===== config.mk =====
export PLATFORM = sky130hd
export DESIGN_NAME = lcd_bus_engine
export DESIGN_NICKNAME = d
export VERILOG_FILES = /design/src/rtl/lcd_bus_pkg.sv /design/src/rtl/lcd_phase_timer.sv /design/src/rtl/lcd_poll_counter.sv /design/src/rtl/lcd_bus_engine.sv
export SDC_FILE = /design/constraint.sdc
export NUM_CORES = 1
export LEC_CHECK = 0
export BUFFER_PORTS_ARGS = -buffer_cell sky130_fd_sc_hd__buf_2
export CAP_MARGIN = 25
export CORE_MARGIN = 3
export CORE_UTILIZATION = 30
export CTS_CLUSTER_SIZE = 8
export DETAILED_ROUTE_END_ITERATION = 12
export HOLD_SLACK_MARGIN = 0.06
export PLACE_DENSITY = 0.47
export SYNTH_ARGS = -nofsm -noshare
export SYNTH_HDL_FRONTEND = slang
export SYNTH_SLANG_ARGS = --single-unit

===== constraint.sdc =====
create_clock -name clk -period 5.1 [get_ports clk]
set_input_delay 0.255 -clock clk [delete_from_list [all_inputs] [get_ports clk]]
set_output_delay 0.255 -clock clk [all_outputs]
set_load 0.05 [all_outputs]

===== src/rtl/lcd_bus_pkg.sv =====
package lcd_bus_pkg;

    typedef enum logic [2:0] {
        ST_IDLE,
        ST_SETUP,
        ST_EHIGH,
        ST_HOLD,
        ST_RECOVER,
        ST_DONE
    } bus_state_e;

    // Round a nanosecond interval up to whole clock periods.
    function automatic int unsigned ns_to_cyc(int unsigned ns, int unsigned period);
        return (ns + period - 1) / period;
    endfunction

    function automatic int unsigned max2(int unsigned a, int unsigned b);
        return (a > b) ? a : b;
    endfunction

endpackage


===== src/rtl/lcd_phase_timer.sv =====
module lcd_phase_timer #(
    parameter int CNT_W = 8
) (
    input  logic             clk,
    input  logic             rst_n,
    input  logic             restart,
    input  logic [CNT_W-1:0] len,
    output logic [CNT_W-1:0] cnt,
    output logic             last
);

    assign last = (cnt == (len - {{(CNT_W-1){1'b0}}, 1'b1}));

    always_ff @(posedge clk or negedge rst_n) begin
        if (!rst_n) begin
            cnt <= '0;
        end else if (restart) begin
            cnt <= '0;
        end else if (!last) begin
            cnt <= cnt + {{(CNT_W-1){1'b0}}, 1'b1};
        end
    end

endmodule


===== src/rtl/lcd_poll_counter.sv =====
module lcd_poll_counter #(
    parameter int LIMIT = 8
) (
    input  logic clk,
    input  logic rst_n,
    input  logic clear,
    input  logic bump,
    output logic reached
);

    localparam int W = $clog2(LIMIT + 1);

    logic [W-1:0] reads_q;

    assign reached = (reads_q >= W'(LIMIT));

    always_ff @(posedge clk or negedge rst_n) begin
        if (!rst_n) begin
            reads_q <= '0;
        end else if (clear) begin
            reads_q <= '0;
        end else if (bump && !reached) begin
            reads_q <= reads_q + {{(W-1){1'b0}}, 1'b1};
        end
    end

endmodule


===== src/rtl/lcd_bus_engine.sv =====
module lcd_bus_engine
    import lcd_bus_pkg::*;
#(
    parameter int CLK_PERIOD_NS = 8,
    parameter int T_AS_NS       = 0,
    parameter int T_PW_NS       = 140,
    parameter int T_CYC_NS      = 1200,
    parameter int T_AH_NS       = 10,
    parameter int T_DSW_NS      = 40,
    parameter int T_DH_NS       = 10,
    parameter int T_DDR_NS      = 100,
    parameter int MAX_POLLS     = 8
) (
    input  logic       clk,
    input  logic       rst_n,
    input  logic       req_valid,
    output logic       req_ready,
    input  logic       req_rs,
    input  logic       req_rw,
    input  logic       req_poll,
    input  logic [7:0] req_wdata,
    output logic       rsp_valid,
    output logic [7:0] rsp_rdata,
    output logic       rsp_timeout,
    output logic       lcd_rs,
    output logic       lcd_rw,
    output logic       lcd_e,
    output logic [7:0] lcd_db_out,
    output logic       lcd_db_oe,
    input  logic [7:0] lcd_db_in
);

    localparam int unsigned P        = CLK_PERIOD_NS;
    localparam int unsigned SETUP_CYC = max2(1, ns_to_cyc(T_AS_NS, P));
    localparam int unsigned DDR_CYC   = ns_to_cyc(T_DDR_NS, P);
    localparam int unsigned EH_CYC    = max2(max2(ns_to_cyc(T_PW_NS, P), ns_to_cyc(T_DSW_NS, P)),
                                             DDR_CYC + 1);
    localparam int unsigned HOLD_CYC  = max2(1, max2(ns_to_cyc(T_AH_NS, P), ns_to_cyc(T_DH_NS, P)));
    localparam int unsigned CYC_CYC   = ns_to_cyc(T_CYC_NS, P);
    localparam int unsigned BUSY_SUM  = SETUP_CYC + EH_CYC + HOLD_CYC;
    localparam int unsigned REC_CYC   = (CYC_CYC > BUSY_SUM) ? (CYC_CYC - BUSY_SUM) : 1;
    localparam int unsigned LEN_MAX   = max2(max2(SETUP_CYC, EH_CYC), max2(HOLD_CYC, REC_CYC));
    localparam int          CNT_W     = $clog2(LEN_MAX + 1);

    bus_state_e state_q, state_nx;

    logic             accept;
    logic             restart;
    logic [CNT_W-1:0] phase_len;
    logic [CNT_W-1:0] phase_cnt;
    logic             phase_last;
    logic             poll_limit;
    logic             poll_bump;

    logic       rs_q, rw_q, poll_q, timeout_q;
    logic [7:0] wdata_q, rdata_q;
    logic       rw_eff;
    logic       sample_now;

    assign req_ready  = (state_q == ST_IDLE);
    assign accept     = req_ready && req_valid;
    assign restart    = (state_nx != state_q);
    assign sample_now = (state_q == ST_EHIGH) && (phase_cnt == CNT_W'(DDR_CYC)) && rw_q;
    assign poll_bump  = poll_q && (state_q == ST_HOLD) && phase_last;
    assign rw_eff     = accept ? (req_poll | req_rw) : rw_q;

    always_comb begin
        unique case (state_q)
            ST_SETUP:   phase_len = CNT_W'(SETUP_CYC);
            ST_EHIGH:   phase_len = CNT_W'(EH_CYC);
            ST_HOLD:    phase_len = CNT_W'(HOLD_CYC);
            ST_RECOVER: phase_len = CNT_W'(REC_CYC);
            default:    phase_len = CNT_W'(1);
        endcase
    end

    lcd_phase_timer #(.CNT_W(CNT_W)) u_timer (
        .clk     (clk),
        .rst_n   (rst_n),
        .restart (restart),
        .len     (phase_len),
        .cnt     (phase_cnt),
        .last    (phase_last)
    );

    lcd_poll_counter #(.LIMIT(MAX_POLLS)) u_polls (
        .clk     (clk),
        .rst_n   (rst_n),
        .clear   (accept),
        .bump    (poll_bump),
        .reached (poll_limit)
    );

    // Next-state logic
    always_comb begin
        state_nx = state_q;
        unique case (state_q)
            ST_IDLE:    if (req_valid)  state_nx = ST_SETUP;
            ST_SETUP:   if (phase_last) state_nx = ST_EHIGH;
            ST_EHIGH:   if (phase_last) state_nx = ST_HOLD;
            ST_HOLD:    if (phase_last) state_nx = ST_RECOVER;
            ST_RECOVER: if (phase_last) begin
                            if (poll_q && rdata_q[7] && !poll_limit) state_nx = ST_SETUP;
                            else                                     state_nx = ST_DONE;
                        end
            ST_DONE:    state_nx = ST_IDLE;
            default:    state_nx = ST_IDLE;
        endcase
    end

    // State register and access context
    always_ff @(posedge clk or negedge rst_n) begin
        if (!rst_n) begin
            state_q   <= ST_IDLE;
            rs_q      <= 1'b0;
            rw_q      <= 1'b1;
            poll_q    <= 1'b0;
            wdata_q   <= '0;
            rdata_q   <= '0;
            timeout_q <= 1'b0;
        end else begin
            state_q <= state_nx;
            if (accept) begin
                rs_q      <= req_poll ? 1'b0 : req_rs;
                rw_q      <= req_poll | req_rw;
                poll_q    <= req_poll;
                wdata_q   <= req_wdata;
                rdata_q   <= '0;
                timeout_q <= 1'b0;
            end else begin
                if (sample_now) rdata_q <= lcd_db_in;
                if (state_q == ST_RECOVER && state_nx == ST_DONE)
                    timeout_q <= poll_q && rdata_q[7];
            end
        end
    end

    // Registered bus and response outputs, decoded from the next state
    always_ff @(posedge clk or negedge rst_n) begin
        if (!rst_n) begin
            lcd_e     <= 1'b0;
            lcd_db_oe <= 1'b0;
            rsp_valid <= 1'b0;
        end else begin
            lcd_e     <= (state_nx == ST_EHIGH);
            lcd_db_oe <= !rw_eff && ((state_nx == ST_SETUP) || (state_nx == ST_EHIGH) ||
                                     (state_nx == ST_HOLD));
            rsp_valid <= (state_nx == ST_DONE);
        end
    end

    assign lcd_rs      = rs_q;
    assign lcd_rw      = rw_q;
    assign lcd_db_out  = wdata_q;
    assign rsp_rdata   = rdata_q;
    assign rsp_timeout = timeout_q && rsp_valid;

endmodule


==> out/qor.yml, run 1 <==
cp_common_cell: "ha_1"
max_freq_mhz: 339
place_area_um2: 2280
max_stage_delay_ns: 0.59
grt_pass1_wl_um: 7050
finalCritPeriodShare_pct: 57.8
postCtsSetupBuffers: 0
finalHoldViolations: 0
dieArea_um2: 7810
gr-total-overflow: 0
via_per_inst: 4.62
num_io_pins: 45
rows: 29
finalCriticalPeriod_ns: 2.95
drt_wl_total_um: 4240
area_delta_synth_final_pct: 19.0
leakagePower_nw: 1.18
seq_area_frac_synth_pct: 46.8
p_total_mw: 1.62
ys_async_sr_fraction_pct: 100
end_kind: "flop"
final_area_um2: 2420
dp_slack_ns: 2.18
initial_core_util_pct: 31.5
tritoncts: "done"
fp.dieH_um: 88.4
sw_frac_of_total_pct: 46.1
diodes: 0
route.vias.total: 1529
synth_edf_count: 0
clk_pin_slew_worst_paths_ns: 0.07
cp-start-kind: "flop"
worst_slew_pin_slew_ns: 0.904
cp_top_family: "simple AND/OR/NAND/NOR gates"
synth_fp_nets: 240
pwr-share-clk_pct: 19.3
synth_seq_cells: 38
ant_nets: 0
place_congestion: 0.839
htree_num_levels: 2
cts_resized: 0
clkSinkCount: 38
syn_area_um2: 2040
status: "complete, no violations"
drc_errors: 0
die_w_um: 88.4
grt_setup_unrepaired: "no"
drt_pass1_iterations: 4
finalMaxSlewViolations: 0
dp_hpwl_um: 3000
grt_usage_pct: 11.5
critical_path.max_fanout: 14
maxCapViolations: 0
utilization_pct: 37.5
finClkSkew_ns: 0.00317
ys_types: 50
cts_buffers: 5
synth_cells: 212
postSynthAreaPerCell_um2: 9.60
place_inst: 323
coreArea_um2: 6460
holdWs_ns: 0.0717
internal_power_mw: 0.872
portBuffers: 44
critPathSlowestCell: "nor4_4"
path_cells: "nand2b_2, inv_1, ha_1, ha_1, xnor2_1, nor4_4, nand4_4, mux2i_4, a211oi_2"
first_global_vias: 1420
worstSetupPathType: "reg -> reg"
hp-class: "in -> async"
insertion_delay_ns: 0.28
drive_above_1_share_pct: 28.0
power_frac_comb_pct: 49.9
vdd_drop_max_uv: 324
hold_buffers: 0
worst_ep_required_time_ns: 5.30
nets: 281
cts-root-buf: "clkbuf_8"
tns_ns: 0
setup_viol: 0
grt_max_degree: 39
synth_ff_type: "dfrtp_1"
p_seq_share_pct: 30.8
cp.buffers_inverters: 1
p_per_area_nw_per_um2: 667
p_switching_mw: 0.745
first_iter_violations: 62
yosys_warnings: 0
fin_ws_ns: 2.15
cp_data_arrival_time_ns: 3.15
antenna_found_initial: 0
relSlewSlack_pct: 39.8
fin_cells: 331
clock_path_buffers: 2
wl_per_cell_um: 12.8
## power groups by stage
stage | registers, mW | clock network, mW | logic (mW)
2_1_floorplan | 0.614 | 0 | 0.578
3_3_place_gp | 0.506 | 0 | 0.814
3_5_place_dp | 0.504 | 0 | 0.813
4_1_cts | 0.499 | 0.324 | 0.816
5_1_grt | 0.516 | 0.338 | 0.898
6_report | 0.498 | 0.312 | 0.806
## sequential cells by signal, indices dropped and copies added (netlist names)
signal	count
lcd_db_out	8
rsp_rdata	8
u_timer.cnt	8
u_polls.reads_q	4
state_q	3
lcd_db_oe	1
lcd_e	1
lcd_rs	1
lcd_rw	1
poll_q	1
rsp_valid	1
timeout_q	1
## worst paths after layout
path                                     from             end  slack, ns  depth (start not counted)
min in group clk                 req_wdata[3]   lcd_db_out[3]       0.16                          3
worst max register to register     state_q[2]       lcd_db_oe       2.15                          9
max in group asynchronous               rst_n      state_q[2]       4.49                          1
worst max-delay path               state_q[2]       lcd_db_oe       2.15                          9
worst min register to register  lcd_db_out[3]   lcd_db_out[3]       0.48                          2
worst min-delay path                    rst_n  u_timer.cnt[5]       0.07                          1
## routing by layer
metal  track usage, %  share of wire [%]  up-vias
met5                0                  0        -
met3             2.89                4.2        2
li1                 -                  -      793
met2             17.9                 47       33
met1             16.4                 49      701
met4             2.06               0.31        0
## cells by family (layout without fill, tap and decap cells)
family                     count (synthesis)  after routing  share of synthesized area [%]
buffers and inverters                     19             61                           5.22
adders and majority gates                  6              6                           3.69
muxes                                      5              5                           3.20
xor gates and xnor gates                  10             10                           4.30
DFF                                       38             38                           46.8
and+or+nand+nor                          105            105                           26.9
AOI/OAI and AO/OA                         29             29                           9.89
## layout make-up
| class | instances | area (µm²) |
|---|---|---|
| fillers | 641 | 4040 |
| multi-input cells | 155 | 977 |
| flip-flops and latches | 38 | 952 |
| repair buffers | 44 | 220 |
| well taps | 77 | 96.3 |
| clock buffers | 6 | 82.6 |
| clock inverters | 2 | 60.1 |
| inverters | 9 | 33.8 |
## synthesized netlist by cell type, types with 2 or more instances
master	count	area, µm²
mux2_2	2	22.5
nor2_1	17	63.8
nand2b_1	2	12.5
and3_1	2	12.5
o21ai_0	11	55.1
clkbuf_1	4	15.0
mux2i_1	2	20.0
o21a_1	2	15.0
and2_1	2	12.5
o211ai_1	2	15.0
nand4_1	2	12.5
nand3_1	8	40.0
dfrtp_1	37	926
nor3_1	3	15.0
nor3_2	2	20.0
xnor2_1	4	35.0
xor2_1	6	52.6
ha_1	6	75.1
inv_1	9	33.8
o2111ai_1	2	17.5
a21oi_1	3	15.0
nor3b_1	2	15.0
buf_6	4	45.0
nand2_1	52	195
## worst register-to-register path, stage by stage (launching register included)
cell and delay, ns:
dfrtp_1 0.57, nand2b_2 0.23, inv_1 0.12, ha_1 0.23
ha_1 0.30, xnor2_1 0.15, nor4_4 0.59, nand4_4 0.22
mux2i_4 0.25, a211oi_2 0.22
## cell usage in the layout, fill, tap and decap left out, drive strengths merged, types with 9 or more instances in the layout
master	Yosys	routed
buf	6	44
o21ai	13	13
inv	9	9
nand3	9	9
nand2	52	52
dfrtp	37	37
nor2	17	17
Note: power is estimated with default switching activity, not from simulation.
==> run 2: changes to the inputs <==
==> constraint.sdc (replaced) <==
create_clock -name clk -period 3 [get_ports clk]
set_input_delay 0.15 -clock clk [delete_from_list [all_inputs] [get_ports clk]]
set_output_delay 0.15 -clock clk [all_outputs]
set_load 0.05 [all_outputs]
==> out/qor.yml, run 2 (synthesized netlist as in run 1, its figures left out) <==
grt_pass1_wl_um: 7640  # +8.3%
clk_pin_slew_worst_paths_ns: 0.08  # about the same
ant_nets: 0  # unchanged
regArea_um2: 952  # unchanged
tritoncts: "done"
via_per_inst: 4.71  # +2.1%
finClkSkew_ns: 0.00515  # +0.00198 ns
portBuffers: 44  # unchanged
diodes: 0  # unchanged
relSlewSlack_pct: 43.7  # +3.9 points
hp-class: "in -> reg"
dp_slack_ns: 0.575  # -1.61 ns
layout.cells.most_common: "nand2_1"
maxCapViolations: 0  # unchanged
insertion_delay_ns: 0.29  # about the same
worstSetupPathType: "reg -> reg"
cp-start-kind: "flop"
fp.dieH_um: 88.4  # unchanged
worst_ep_required_time_ns: 3.20  # -2.10 ns
max_freq_mhz: 409  # +21%
hold_depth: 3
finalHoldViolations: 0  # unchanged
initial_core_util_pct: 31.5  # unchanged
r2r_end: "lcd_db_oe"
first_iter_violations: 47  # -24%
leakagePower_nw: 1.26  # +6.1%
vdd_drop_max_uv: 454  # +40%
cts-root-buf: "clkbuf_8"
rows: 29  # unchanged
htree_num_levels: 2  # unchanged
first_global_vias: 1569  # +10%
fin_ws_ns: 0.558  # -1.59 ns
clock_path_buffers: 2  # unchanged
dp_hpwl_um: 3310  # +10%
dieArea_um2: 7810  # unchanged
nets: 297  # +5.7%
status: "complete, no violations"
coreArea_um2: 6460  # unchanged
grt_setup_unrepaired: "no"
area_delta_synth_final_pct: 26.1
place_congestion: 0.791  # -5.7%
grt_max_degree: 39  # unchanged
cp-endpoint: "lcd_db_oe"
crit_start: "state_q[2]"
die_w_um: 88.4  # unchanged
drt_wl_total_um: 4650  # +9.7%
route.vias.total: 1636  # +7.0%
num_io_pins: 45  # unchanged
postCtsSetupBuffers: 0  # unchanged
fill_cells: 685  # +6.9%
finalCriticalPeriod_ns: 2.44  # -0.507 ns
multi_input_comb_area_um2: 977  # unchanged
drt_pass1_iterations: 4  # unchanged
reg2reg_depth: 10  # +1
hp-start: "lcd_db_in[5]"
cts_buffers: 5  # unchanged
cp_data_arrival_time_ns: 2.64  # -0.51 ns
end_kind: "flop"
gr-total-overflow: 0  # unchanged
layout_common_cells: "nand2_1 (52), buf_2 (44), dfrtp_1 (37), nor2_1 (17), o21ai_0 (11)"
p_per_area_nw_per_um2: 1110  # +66%
finalMaxSlewViolations: 0  # unchanged
worstReg2RegStart: "state_q[2]"
antenna_found_initial: 0  # unchanged
tns_ns: 0  # unchanged
finalCritPeriodShare_pct: 81.4  # +24 points
clkSinkCount: 38  # unchanged
critical_path.max_fanout: 11  # -3
worst_slew_pin_slew_ns: 0.844  # -0.0591 ns
wl_per_cell_um: 13.4  # +4.7%
r2r_setup_slack_ns: 0.56  # -1.59 ns
setup_viol: 0  # unchanged
drc_errors: 0  # unchanged
grt_usage_pct: 12.7  # +1.2 points
drive_above_1_share_pct: 28.5  # +0.57 points
-- run 2: cell count changes in the layout (fill, tap and decap cells not counted) --
cell           change
buf_4              +6
dlygate4sd3_1     +10
-- run 2: how the worst min path moves through the flow --
stage,slack [ns],end
2_1_floorplan,-0.15,lcd_db_oe
3_3_place_gp,0.32,u_timer.cnt[6]
3_5_place_dp,0.32,u_timer.cnt[6]
4_1_cts,0.06,rsp_rdata[3]
5_1_grt,0.07,rsp_rdata[7]
6_report,0.07,rsp_rdata[5]
-- run 2: layout make-up --
type	count	area share [%]
clock inverter	2	2.34
timing repair buffer	60	14.2
inverter	9	1.32
tap	77	3.75
sequential	38	37.1
clock buffer	6	3.22
multi-input combinational	155	38.1
-- run 2: critical path: stages, from the launching register on --
cell,delay [ns]
dfrtp_1,0.37
nand2b_2,0.21
inv_1,0.16
nand2b_1,0.12
ha_1,0.30
xnor2_1,0.16
nor4_4,0.21
buf_4,0.22
nand4_4,0.13
mux2i_4,0.24
a211oi_2,0.23
-- run 2: per-layer routing --
metal | wire [µm] | GRT usage, % | part of all wire [%]
met5 | 0 | 0 | 0
met4 | 106 | 4.81 | 2.3
met3 | 195 | 2.98 | 4.2
met2 | 2180 | 20.7 | 47
met1 | 2180 | 16.3 | 47
-- run 2: repair_timing --
action,in CTS,in global routing
hold buffers,10,0
gates resized for setup,0,0
hold endpoints to repair,46,0
-- run 2: power by group --
| part | total (mW) | internal (mW) | leakage (nW) | switching [mW] |
|---|---|---|---|---|
| clock network | 0.540 | 0.355 | 0.0714 | 0.185 |
| registers | 0.796 | 0.663 | 0.501 | 0.133 |
| logic | 1.51 | 0.526 | 0.685 | 0.988 |
| total | 2.85 | 1.54 | 1.26 | 1.31 |
-- run 2: through the flow --
stage | power [mW] | std cells | hold WS [ns] | util (%) | cell area (µm²)
6_report | 2.85 | 347 | 0.0653 | 39.8 | 2570
5_1_grt | 3.06 | 347 | 0.0675 | 39.8 | 2570
4_1_cts | 2.89 | 347 | 0.0616 | 39.8 | 2570
3_5_place_dp | 2.33 | 329 | 0.325 | 36.0 | 2320
3_3_place_gp | 2.32 | 329 | 0.321 | 36.0 | 2320
2_1_floorplan | 2.03 | 212 | -0.146 | - | 2040
